File: config.mk
export PLATFORM = sky130hd
export DESIGN_NAME = tex_blit
export DESIGN_NICKNAME = d
export VERILOG_FILES = /design/src/rtl/tex_blit.sv
export SDC_FILE = /design/constraint.sdc
export NUM_CORES = 1
export LEC_CHECK = 0
export CAP_MARGIN = 20
export CORE_UTILIZATION = 25
export CTS_CLUSTER_SIZE = 40
export DETAILED_ROUTE_END_ITERATION = 8
export PLACE_DENSITY_LB_ADDON = 0.25
export SLEW_MARGIN = 20
export SYNTH_ARGS = -nofsm -noshare
export SYNTH_HDL_FRONTEND = slang
export SYNTH_SLANG_ARGS = --single-unit
File: constraint.sdc
create_clock -name clk -period 2.91 [get_ports clk]
set_clock_uncertainty 0.2 [all_clocks]
set_input_delay 0.291 -clock clk [delete_from_list [all_inputs] [get_ports clk]]
set_output_delay 0.291 -clock clk [all_outputs]
set_load 0.03 [all_outputs]
File: src/rtl/tex_blit.sv
module tex_blit #(
  parameter int ROM_WORDS = 4096,
  parameter int OFF_W     = 17,
  parameter int ROM_AW    = $clog2(ROM_WORDS)
) (
  input  logic              clk,
  input  logic              rst_n,
  input  logic              reg_we,
  input  logic [1:0]        reg_addr,
  input  logic [31:0]       reg_wdata,
  input  logic              ctl_we,
  input  logic [7:0]        ctl_wdata,
  input  logic              rd_req,
  input  logic [OFF_W-1:0]  rd_off,
  output logic              rd_ready,
  output logic [31:0]       rd_data,
  output logic              rom_en,
  output logic [ROM_AW-1:0] rom_addr,
  input  logic [15:0]       rom_data,
  output logic              fb_we,
  output logic              fb_sel,
  output logic [OFF_W-1:0]  fb_addr,
  output logic [14:0]       fb_data
);
  localparam logic [32:0] ROM_LEN = 33'(ROM_WORDS);

  typedef enum logic [1:0] {S_IDLE, S_ROM, S_DATA} state_t;
  state_t state;

  logic [31:0] x_q, dx_q, y_q, dy_q;
  logic [OFF_W-1:0] off_q;
  logic bank;
  logic [32:0] lin, lin_mod;
  logic [14:0] pen;
  logic step;

  assign lin     = {24'd0, x_q[16:8]} + ({9'd0, y_q[31:8]} << 9);
  assign lin_mod = lin % ROM_LEN;
  assign pen     = rom_data[14:0];
  assign step    = (state == S_DATA);
  assign rom_en  = (state == S_ROM);
  assign rd_data = '0;

  always_ff @(posedge clk) begin
    if (!rst_n) begin
      state    <= S_IDLE;
      x_q      <= '0;
      dx_q     <= '0;
      y_q      <= '0;
      dy_q     <= '0;
      off_q    <= '0;
      bank     <= 1'b0;
      rom_addr <= '0;
      rd_ready <= 1'b0;
      fb_we    <= 1'b0;
      fb_sel   <= 1'b0;
      fb_addr  <= '0;
      fb_data  <= '0;
    end else begin
      rd_ready <= 1'b0;
      fb_we    <= 1'b0;
      if (ctl_we) bank <= ctl_wdata[6];
      case (state)
        S_IDLE: if (rd_req) begin
          off_q    <= rd_off;
          rom_addr <= lin_mod[ROM_AW-1:0];
          state    <= S_ROM;
        end
        S_ROM: state <= S_DATA;
        default: begin
          state    <= S_IDLE;
          rd_ready <= 1'b1;
          fb_we    <= |pen;
          fb_data  <= pen;
          fb_addr  <= off_q;
          fb_sel   <= bank;
        end
      endcase
      if (step) begin
        x_q <= x_q + dx_q;
        y_q <= y_q + dy_q;
      end
      if (reg_we) begin
        case (reg_addr)
          2'd0: x_q  <= reg_wdata;
          2'd1: dx_q <= reg_wdata;
          2'd2: y_q  <= reg_wdata;
          default: dy_q <= reg_wdata;
        endcase
      end
    end
  end
endmodule

## Word level (Yosys, flattened, before mapping)

Index checks and enable logic that the tools add are counted.

- Output and inout port bits: 80
- Bits of input ports: 80
- Word-level logic and storage cells: 41
- Flip-flop bits (word level): 195

- Reduce and logical (&&, ||, !) cells: 9
- Multiplexer cells: 9
- Equality and inequality tests: 5
- Add/subtract/negate cells: 3
- Bitwise gates (word level): 2

Operators by type and width:

| operator | count |
|---|---|
| 32-bit 2-to-1 mux | 6 |
| 32-bit adder | 2 |
| 15-bit OR reduction | 1 |
| 9-bit by 12-bit adder with 12-bit output | 1 |
| 2-bit AND reduction | 3 |
| 3-bit OR reduction | 2 |
| 2-bit by 1-bit equality test with 1-bit output (second input constant) | 2 |
| 2-bit equality test (second input constant) | 2 |
| 2-bit zero test | 2 |
| 2-bit case mux with 2 select lines | 1 |
| 2-bit 2-to-1 mux | 1 |
| 2-bit != test (second input constant) | 1 |
| 1-bit NOT | 2 |
| 2-bit OR reduction | 1 |
| 1-bit 2-to-1 mux | 1 |

## Longest topological paths before layout

Gate-level depths: netlist of the first run.

- Depth after elaboration: 4
- Depth in mapped cells: 10
- Gate-level depth less buffers: 10

## Worst setup path before layout of the first run

Ideal clock, no wire load.

- Kind: register to register
- From: register x_q[0]
- To: register x_q[12]
- Slack: 0.491 ns
- Data arrival time: 2.099 ns
- Library setup time: 0.119 ns
- Clock period less this slack: 2.419 ns
- Stages on the path, launching flop included: 10
- Required time: 2.591 ns
- Cell sequence: dfxtp_1 -> ha_1 -> fa_1 -> a211oi_2 -> o21ai_1 -> a211oi_4 -> nor2_1 -> or3_1 -> nand3_1 -> a21oi_1

- Word-level cells in the longest chain between the ends: 4

Ends and longest elaborated chain:

| what | RTL line | RTL |
|---|---|---|
| start: declaration | 30 | `logic [31:0] x_q, dx_q, y_q, dy_q;` |
| start signal: assignment | 80 | `x_q <= x_q + dx_q;` |
| start signal: assignment | 85 | `2'd0: x_q <= reg_wdata;` |
| 32-bit adder * | 80 |  |
| 32-bit 2-to-1 mux * | 79 | `if (step) begin` |
| 32-bit 2-to-1 mux | 84 | `case (reg_addr)` |
| 32-bit 2-to-1 mux * | 83 | `if (reg_we) begin` |

Mark *: on every way between the ends. The rest lies on a longest branch, timed or not.
A chain may end at the register's enable or synchronous reset.

## Final worst setup path of the first run

- From: register x_q[0]
- To: register x_q[16]

Same word-level chain as after synthesis.

==> results.yml, run 1 <==
global_route:
  grt_use_met2: 0.199
  grt-ovfl-total: 0
  grt_max_degree: 87
  grt.busiest_layer: "met2"
  track_usage: 0.129
  antenna_found_initial: 1
  grt_pass1_wl_um: 26100
  grt_pass1_vias: 4864
  grt_util_met1: 0.172
  use_met3: 0.0330
worst_hold_path:
  hold_path_class: "in -> reg"
cts:
  hold_buffers: 0
  cts_tree: "yes"
  cts_buffers: 17
  cts-resized-gates: 0
  clockBufferDepth: 2
  htreeDepth: 4
  clk_pin_slew_ps: 60
  cts_root_buf: "clkbuf_16"
  clock_sinks: 123
  clock_latency_ps: 420
  cts_setup_buffers: 0
yosys:
  ys_types: 56
  syn_avg_cell_area_um2: 8.66
  synth-edff-count: 0
  ys_seq_elements: 123
  synth_area_mm2: 0.00625
  synthFlopType: "dfxtp_1"
  async_reset_ff_frac: 0
  ys_seq_area_frac: 0.394
  ys.warnings.count: 0
  synth_cells: 722
final_layout:
  finish.utilization: 0.333
  layout_commonest_cell: "nand2_1"
  nets: 926
  syn_to_final_growth_pct: 30.0
  drive_gt1_frac: 0.0722
  layout_common_cells: "nand2_1 (156), dfxtp_1 (122), clkdlybuf4s50_1 (103)"
critical_path:
  end_kind: "register"
  cp_max_fo: 3
  path_common_cell: "o21ai_1"
  reg2reg_to: "x_q[16]$_SDFF_PN0_"
  cp_cell_sequence: "ha_1, fa_1, a211oi_2, o21ai_1, a211oi_4, o21ai_1, mux2i_1, xnor2_1, a21oi_1"
  worstPathRequired_ps: 3000
  ff2ff_setup_slack_ps: 250
  cp_num_cells: 9
  crit_path_end: "x_q[16]$_SDFF_PN0_"
  critPathKind: "reg -> reg"
  r2r.worst_path.cells: 9
  worstReg2RegStart: "x_q[0]$_SDFF_PN0_"
  path_buf_inv: 0
  critPathMaxStageDelay_ps: 450
  startpoint: "x_q[0]$_SDFF_PN0_"
  crit_path_start_kind: "register"
  crit_arrival_ps: 2750
  cpMaxStageDelayCell: "fa_1"
  path_delay_family: "compound AO/OA/AOI/OAI gates"
route:
  drt_iter0_drc: 238
  route.detailed.wl_per_inst_um: 13.8
  drt-pass1-iter-count: 5
  via_per_inst: 4.44
  wirelength_um: 16000
  drc_errors: 0
  vias: 5136
  postRouteAntennaNets: 0
timing:
  rsz0062_at_grt: "false"
  setup_viol: 0
  worst_pin_slew_ps: 788
  slew_headroom: 0.475
  final_max_slew_viol_count: 0
  final_hold_viol_count: 0
  min_period_over_period: 0.913
  timing.fmax_mhz: 376
  layout_min_cycle_time_ps: 2660
  setup_tns_ps: 0
place:
  place_congestion: 0.762
  dpl.hpwl_um: 11200
  numPortBuffers: 104
pwr:
  power.density_mw_per_mm2: 549
  ir_drop_mv: 0.338
  cellLeakagePower_nw: 3.10
run:
  drv_cap: 0
die:
  core_mm2: 0.0244
  start_util: 0.256
  dieArea_mm2: 0.0256
  num_rows: 57
  ioPinCount: 160
  die_h_um: 160
  die_x_um: 160
run_status:
  status: "finished clean"
==> power breakdown <==
group | internal (mW) | total, mW | leakage [nW] | switching [mW]
combinational | 0.228 | 0.541 | 1.82 | 0.314
sequential | 1.75 | 1.79 | 1.00 | 0.0390
clock | 1.36 | 2.13 | 0.278 | 0.769
total | 3.34 | 4.46 | 3.10 | 1.12
==> metrics by stage <==
step | power, mW | setup WS (ps) | std cells | area, µm² | hold slack (ps)
floorplan | 2.20 | 491 | 753 | 6370 | 228
global placement | 2.37 | 298 | 1123 | 7530 | 243
detailed placement | 2.37 | 283 | 1123 | 7530 | 249
CTS | 4.55 | 252 | 1155 | 8130 | 216
global route | 4.67 | 78.4 | 1155 | 8130 | 226
finish | 4.46 | 252 | 1156 | 8130 | 233
==> Yosys cell counts (3+ instances only) <==
library cell | count | share of area
a211oi_1 | 8 | 0.0096
a21boi_0 | 48 | 0.058
a21boi_1 | 11 | 0.013
a21o_1 | 10 | 0.012
a21oi_1 | 26 | 0.021
a31oi_1 | 7 | 0.0070
and2_1 | 4 | 0.0040
and3_1 | 3 | 0.0030
buf_1 | 5 | 0.0030
buf_2 | 3 | 0.0024
buf_4 | 33 | 0.040
clkbuf_1 | 33 | 0.020
dfxtp_1 | 123 | 0.39
ha_1 | 26 | 0.052
inv_1 | 8 | 0.0048
mux2i_1 | 37 | 0.059
nand2_1 | 156 | 0.094
nand3_1 | 9 | 0.0072
nand4_1 | 3 | 0.0030
nor2_1 | 10 | 0.0060
nor2b_1 | 39 | 0.039
nor3_1 | 3 | 0.0024
nor4_1 | 4 | 0.0040
o211a_1 | 12 | 0.019
o211ai_1 | 11 | 0.013
o21a_1 | 4 | 0.0048
o21ai_0 | 23 | 0.018
o21ai_1 | 9 | 0.0072
o21bai_1 | 4 | 0.0048
or3_1 | 3 | 0.0030
xnor2_1 | 8 | 0.011
xor2_1 | 8 | 0.011
==> cells by family after synthesis <==
logic type	count (synthesis)	share of synthesized area
simple gates	244	0.177
buf+inv	82	0.0696
fa+ha+maj	28	0.0584
other cells	1	0.000600
compound gates	191	0.219
xor+xnor	16	0.0224
flops	123	0.394
mux	37	0.0592
==> layer usage <==
| layer | part of all wire | vias up |
|---|---|---|
| met1 | 0.50 | 2359 |
| met5 | 0 | - |
| met2 | 0.44 | 112 |
| met3 | 0.043 | 20 |
| li1 | - | 2645 |
| met4 | 0.016 | 0 |
==> worst min path at each step <==
stage / from / end / slack [ps] / depth (start not counted)
after floorplan: reg_wdata[13] / x_q[13]$_SDFF_PN0_ / 230 / 2
after global placement: rom_addr[4]$_SDFFE_PN0P_ / rom_addr[4]$_SDFFE_PN0P_ / 240 / 2
after detailed placement: rom_addr[6]$_SDFFE_PN0P_ / rom_addr[6]$_SDFFE_PN0P_ / 250 / 2
after CTS: rd_off[1] / off_q[1]$_SDFFE_PN0P_ / 220 / 3
after global routing: rd_off[4] / off_q[4]$_SDFFE_PN0P_ / 230 / 3
final: rd_off[9] / off_q[9]$_SDFFE_PN0P_ / 230 / 3
==> state kept, by name (all words and copies together), names as in the netlist <==
name,flops
bank,1
dx_q,17
dy_q,11
fb_addr,17
fb_data,15
fb_sel,1
fb_we,1
off_q,17
rd_ready,1
rom_addr,12
state,2
x_q,17
y_q,11
==> final cells by class <==
class                   count  area [µm²]
flip-flops and latches    123        2460
clock inverters            12         148
diodes                      1        2.50
multi-input cells         548        3470
inverters                   8        30.0
well taps                 324         405
clock buffers              20         447
repair buffers            120        1160
fillers                  2557       16300
==> worst min-delay path: cells and delay by family <==
kind,cells,cell delay [ps]
buffers and inverters,1,390
AND/OR/NAND/NOR,1,50
AO/OA/AOI/OAI,1,60
Power figures use the tool's default switching activity.
==> run 2: changes to the inputs <==
- CORE_MARGIN: not set -> 1.5
==> run 2 against run 1 <==
Against the previous run: die area up 1.3%; register-to-register slack improved by 20 ps; first-iteration DRC count fell by 2.9%; combinational power up 0.9%; critical endpoint is now x_q[12]$_SDFF_PN0_; largest cell class unchanged; largest power group unchanged; highest routed layer unchanged.
==> results.yml, run 2 (synthesized netlist as in run 1, its figures left out) <==
timing:
  final_max_slew_viol_count: 0
  timing.fmax_mhz: 379
  fin_hold_ws_ps: 204
  layout_min_cycle_time_ps: 2640
  slew_headroom: 0.568
  rsz0062_at_grt: "false"
  worst_pin_slew_ps: 645
  setup_viol: 0
  min_period_over_period: 0.908
  final_hold_viol_count: 0
  setup_tns_ps: 0
cts:
  cts_buffers: 17
  clk_pin_slew_ps: 60
  hold_buffers: 0
  clock_sinks: 123
  clock_latency_ps: 420
  cts_tree: "yes"
  cts_setup_buffers: 0
  clockBufferDepth: 2
  cts-resized-gates: 0
  cts_root_buf: "clkbuf_16"
  htreeDepth: 4
critical_path:
  crit_path_start_kind: "register"
  worstReg2RegStart: "x_q[0]$_SDFF_PN0_"
  crit_arrival_ps: 2750
  cp_max_fo: 3
  end_kind: "register"
  worstPathRequired_ps: 3020
  reg2reg_to: "x_q[12]$_SDFF_PN0_"
  critPathKind: "reg -> reg"
  ff2ff_setup_slack_ps: 270
  r2r.worst_path.cells: 9
route:
  drt-met1-wl_um: 8170
  highest-signal-layer: "met4"
  route.detailed.wl_per_inst_um: 13.9
  wl_met3_um: 569
  drc_errors: 0
  met2_length_um: 7100
  postRouteAntennaNets: 0
  drt-pass1-iter-count: 4
  via_per_inst: 4.40
  wirelength_um: 16000
  drt_iter0_drc: 231
  vias: 5081
pwr:
  cellLeakagePower_nw: 3.12
  p_sw_frac: 0.245
  comb_power_share: 0.119
  clock_power_share: 0.489
  ir_drop_mv: 0.372
  p_switching_mw: 1.12
  p_seq_frac: 0.392
  power.density_mw_per_mm2: 560
  p_int_mw: 3.45
final_layout:
  layout_common_cells: "nand2_1 (156), dfxtp_1 (122), clkdlybuf4s50_1 (103)"
  fillers: 2554
  layout_commonest_cell: "nand2_1"
  regArea_mm2: 0.00246
  fin_cells: 1154
  multi_input_area_mm2: 0.00347
  n_antenna_cell: 0
  drive_gt1_frac: 0.0723
  finish.utilization: 0.334
  design_area_mm2: 0.00816
  syn_to_final_growth_pct: 30.6
  nets: 925
place:
  place_congestion: 0.759
  placed_area_mm2: 0.00754
  numPortBuffers: 104
  dpl.hpwl_um: 11400
  dp_cells: 1122
worst_hold_path:
  hold_start: "rst_n"
  hold_depth: 3
  min_to: "x_q[13]$_SDFF_PN0_"
  hold_path_class: "in -> reg"
die:
  start_util: 0.256
  core_mm2: 0.0245
  die_x_um: 161
  ioPinCount: 160
  dieArea_mm2: 0.0260
  num_rows: 57
  die_h_um: 161
global_route:
  grt_pass1_vias: 4847
  grt_pass1_wl_um: 25900
  grt_max_degree: 62
  antenna_found_initial: 0
  track_usage: 0.128
  grt-ovfl-total: 0
run:
  drv_cap: 0
run_status:
  status: "finished clean"
==> run 2: area by class of cell <==
type	instances	area share
flip-flops and latches	123	0.302
clock buffers	20	0.0559
repair buffers	119	0.143
inverters	8	0.00368
well taps	324	0.0497
multi-input cells	548	0.426
clock inverters	12	0.0208
==> run 2: worst max-delay path, stage by stage, from the launching register on <==
cell,delay (ps)
dfxtp_1,310
ha_1,250
fa_1,450
a211oi_2,270
o21ai_1,170
a211oi_4,330
nor2_1,90
or3_1,310
nand3_1,90
a21oi_1,60
==> run 2: metrics by stage <==
stage / worst slack [ps] / total power [mW]
finish: 269 / 4.57
global route: 99.2 / 4.78
CTS: 272 / 4.65
detailed placement: 296 / 2.38
global placement: 296 / 2.37
floorplan: 491 / 2.20
==> run 2: power by group through the flow <==
stage	clock, mW	combinational, mW	sequential, mW
after floorplan	0	0.351	1.85
after global placement	0	0.547	1.83
after detailed placement	0	0.549	1.83
after CTS	2.31	0.551	1.79
after global routing	2.38	0.600	1.80
final	2.23	0.546	1.79
==> run 2: how the worst max path moves through the flow <==
stage	startpoint	to	slack (ps)	cells after the start
2_1_floorplan	x_q[0]$_SDFF_PN0_	x_q[12]$_SDFF_PN0_	490	9
3_3_place_gp	x_q[0]$_SDFF_PN0_	x_q[16]$_SDFF_PN0_	300	9
3_5_place_dp	x_q[0]$_SDFF_PN0_	x_q[16]$_SDFF_PN0_	300	9
4_1_cts	x_q[0]$_SDFF_PN0_	x_q[16]$_SDFF_PN0_	270	9
5_1_grt	x_q[0]$_SDFF_PN0_	x_q[10]$_SDFF_PN0_	100	9
6_report	x_q[0]$_SDFF_PN0_	x_q[12]$_SDFF_PN0_	270	9
==> run 2: layer usage <==
layer | track usage | vias up
met1 | 0.174 | 2344
met3 | 0.0288 | 11
met4 | 0.0480 | 0
li1 | - | 2631
met5 | 0 | -
met2 | 0.197 | 95
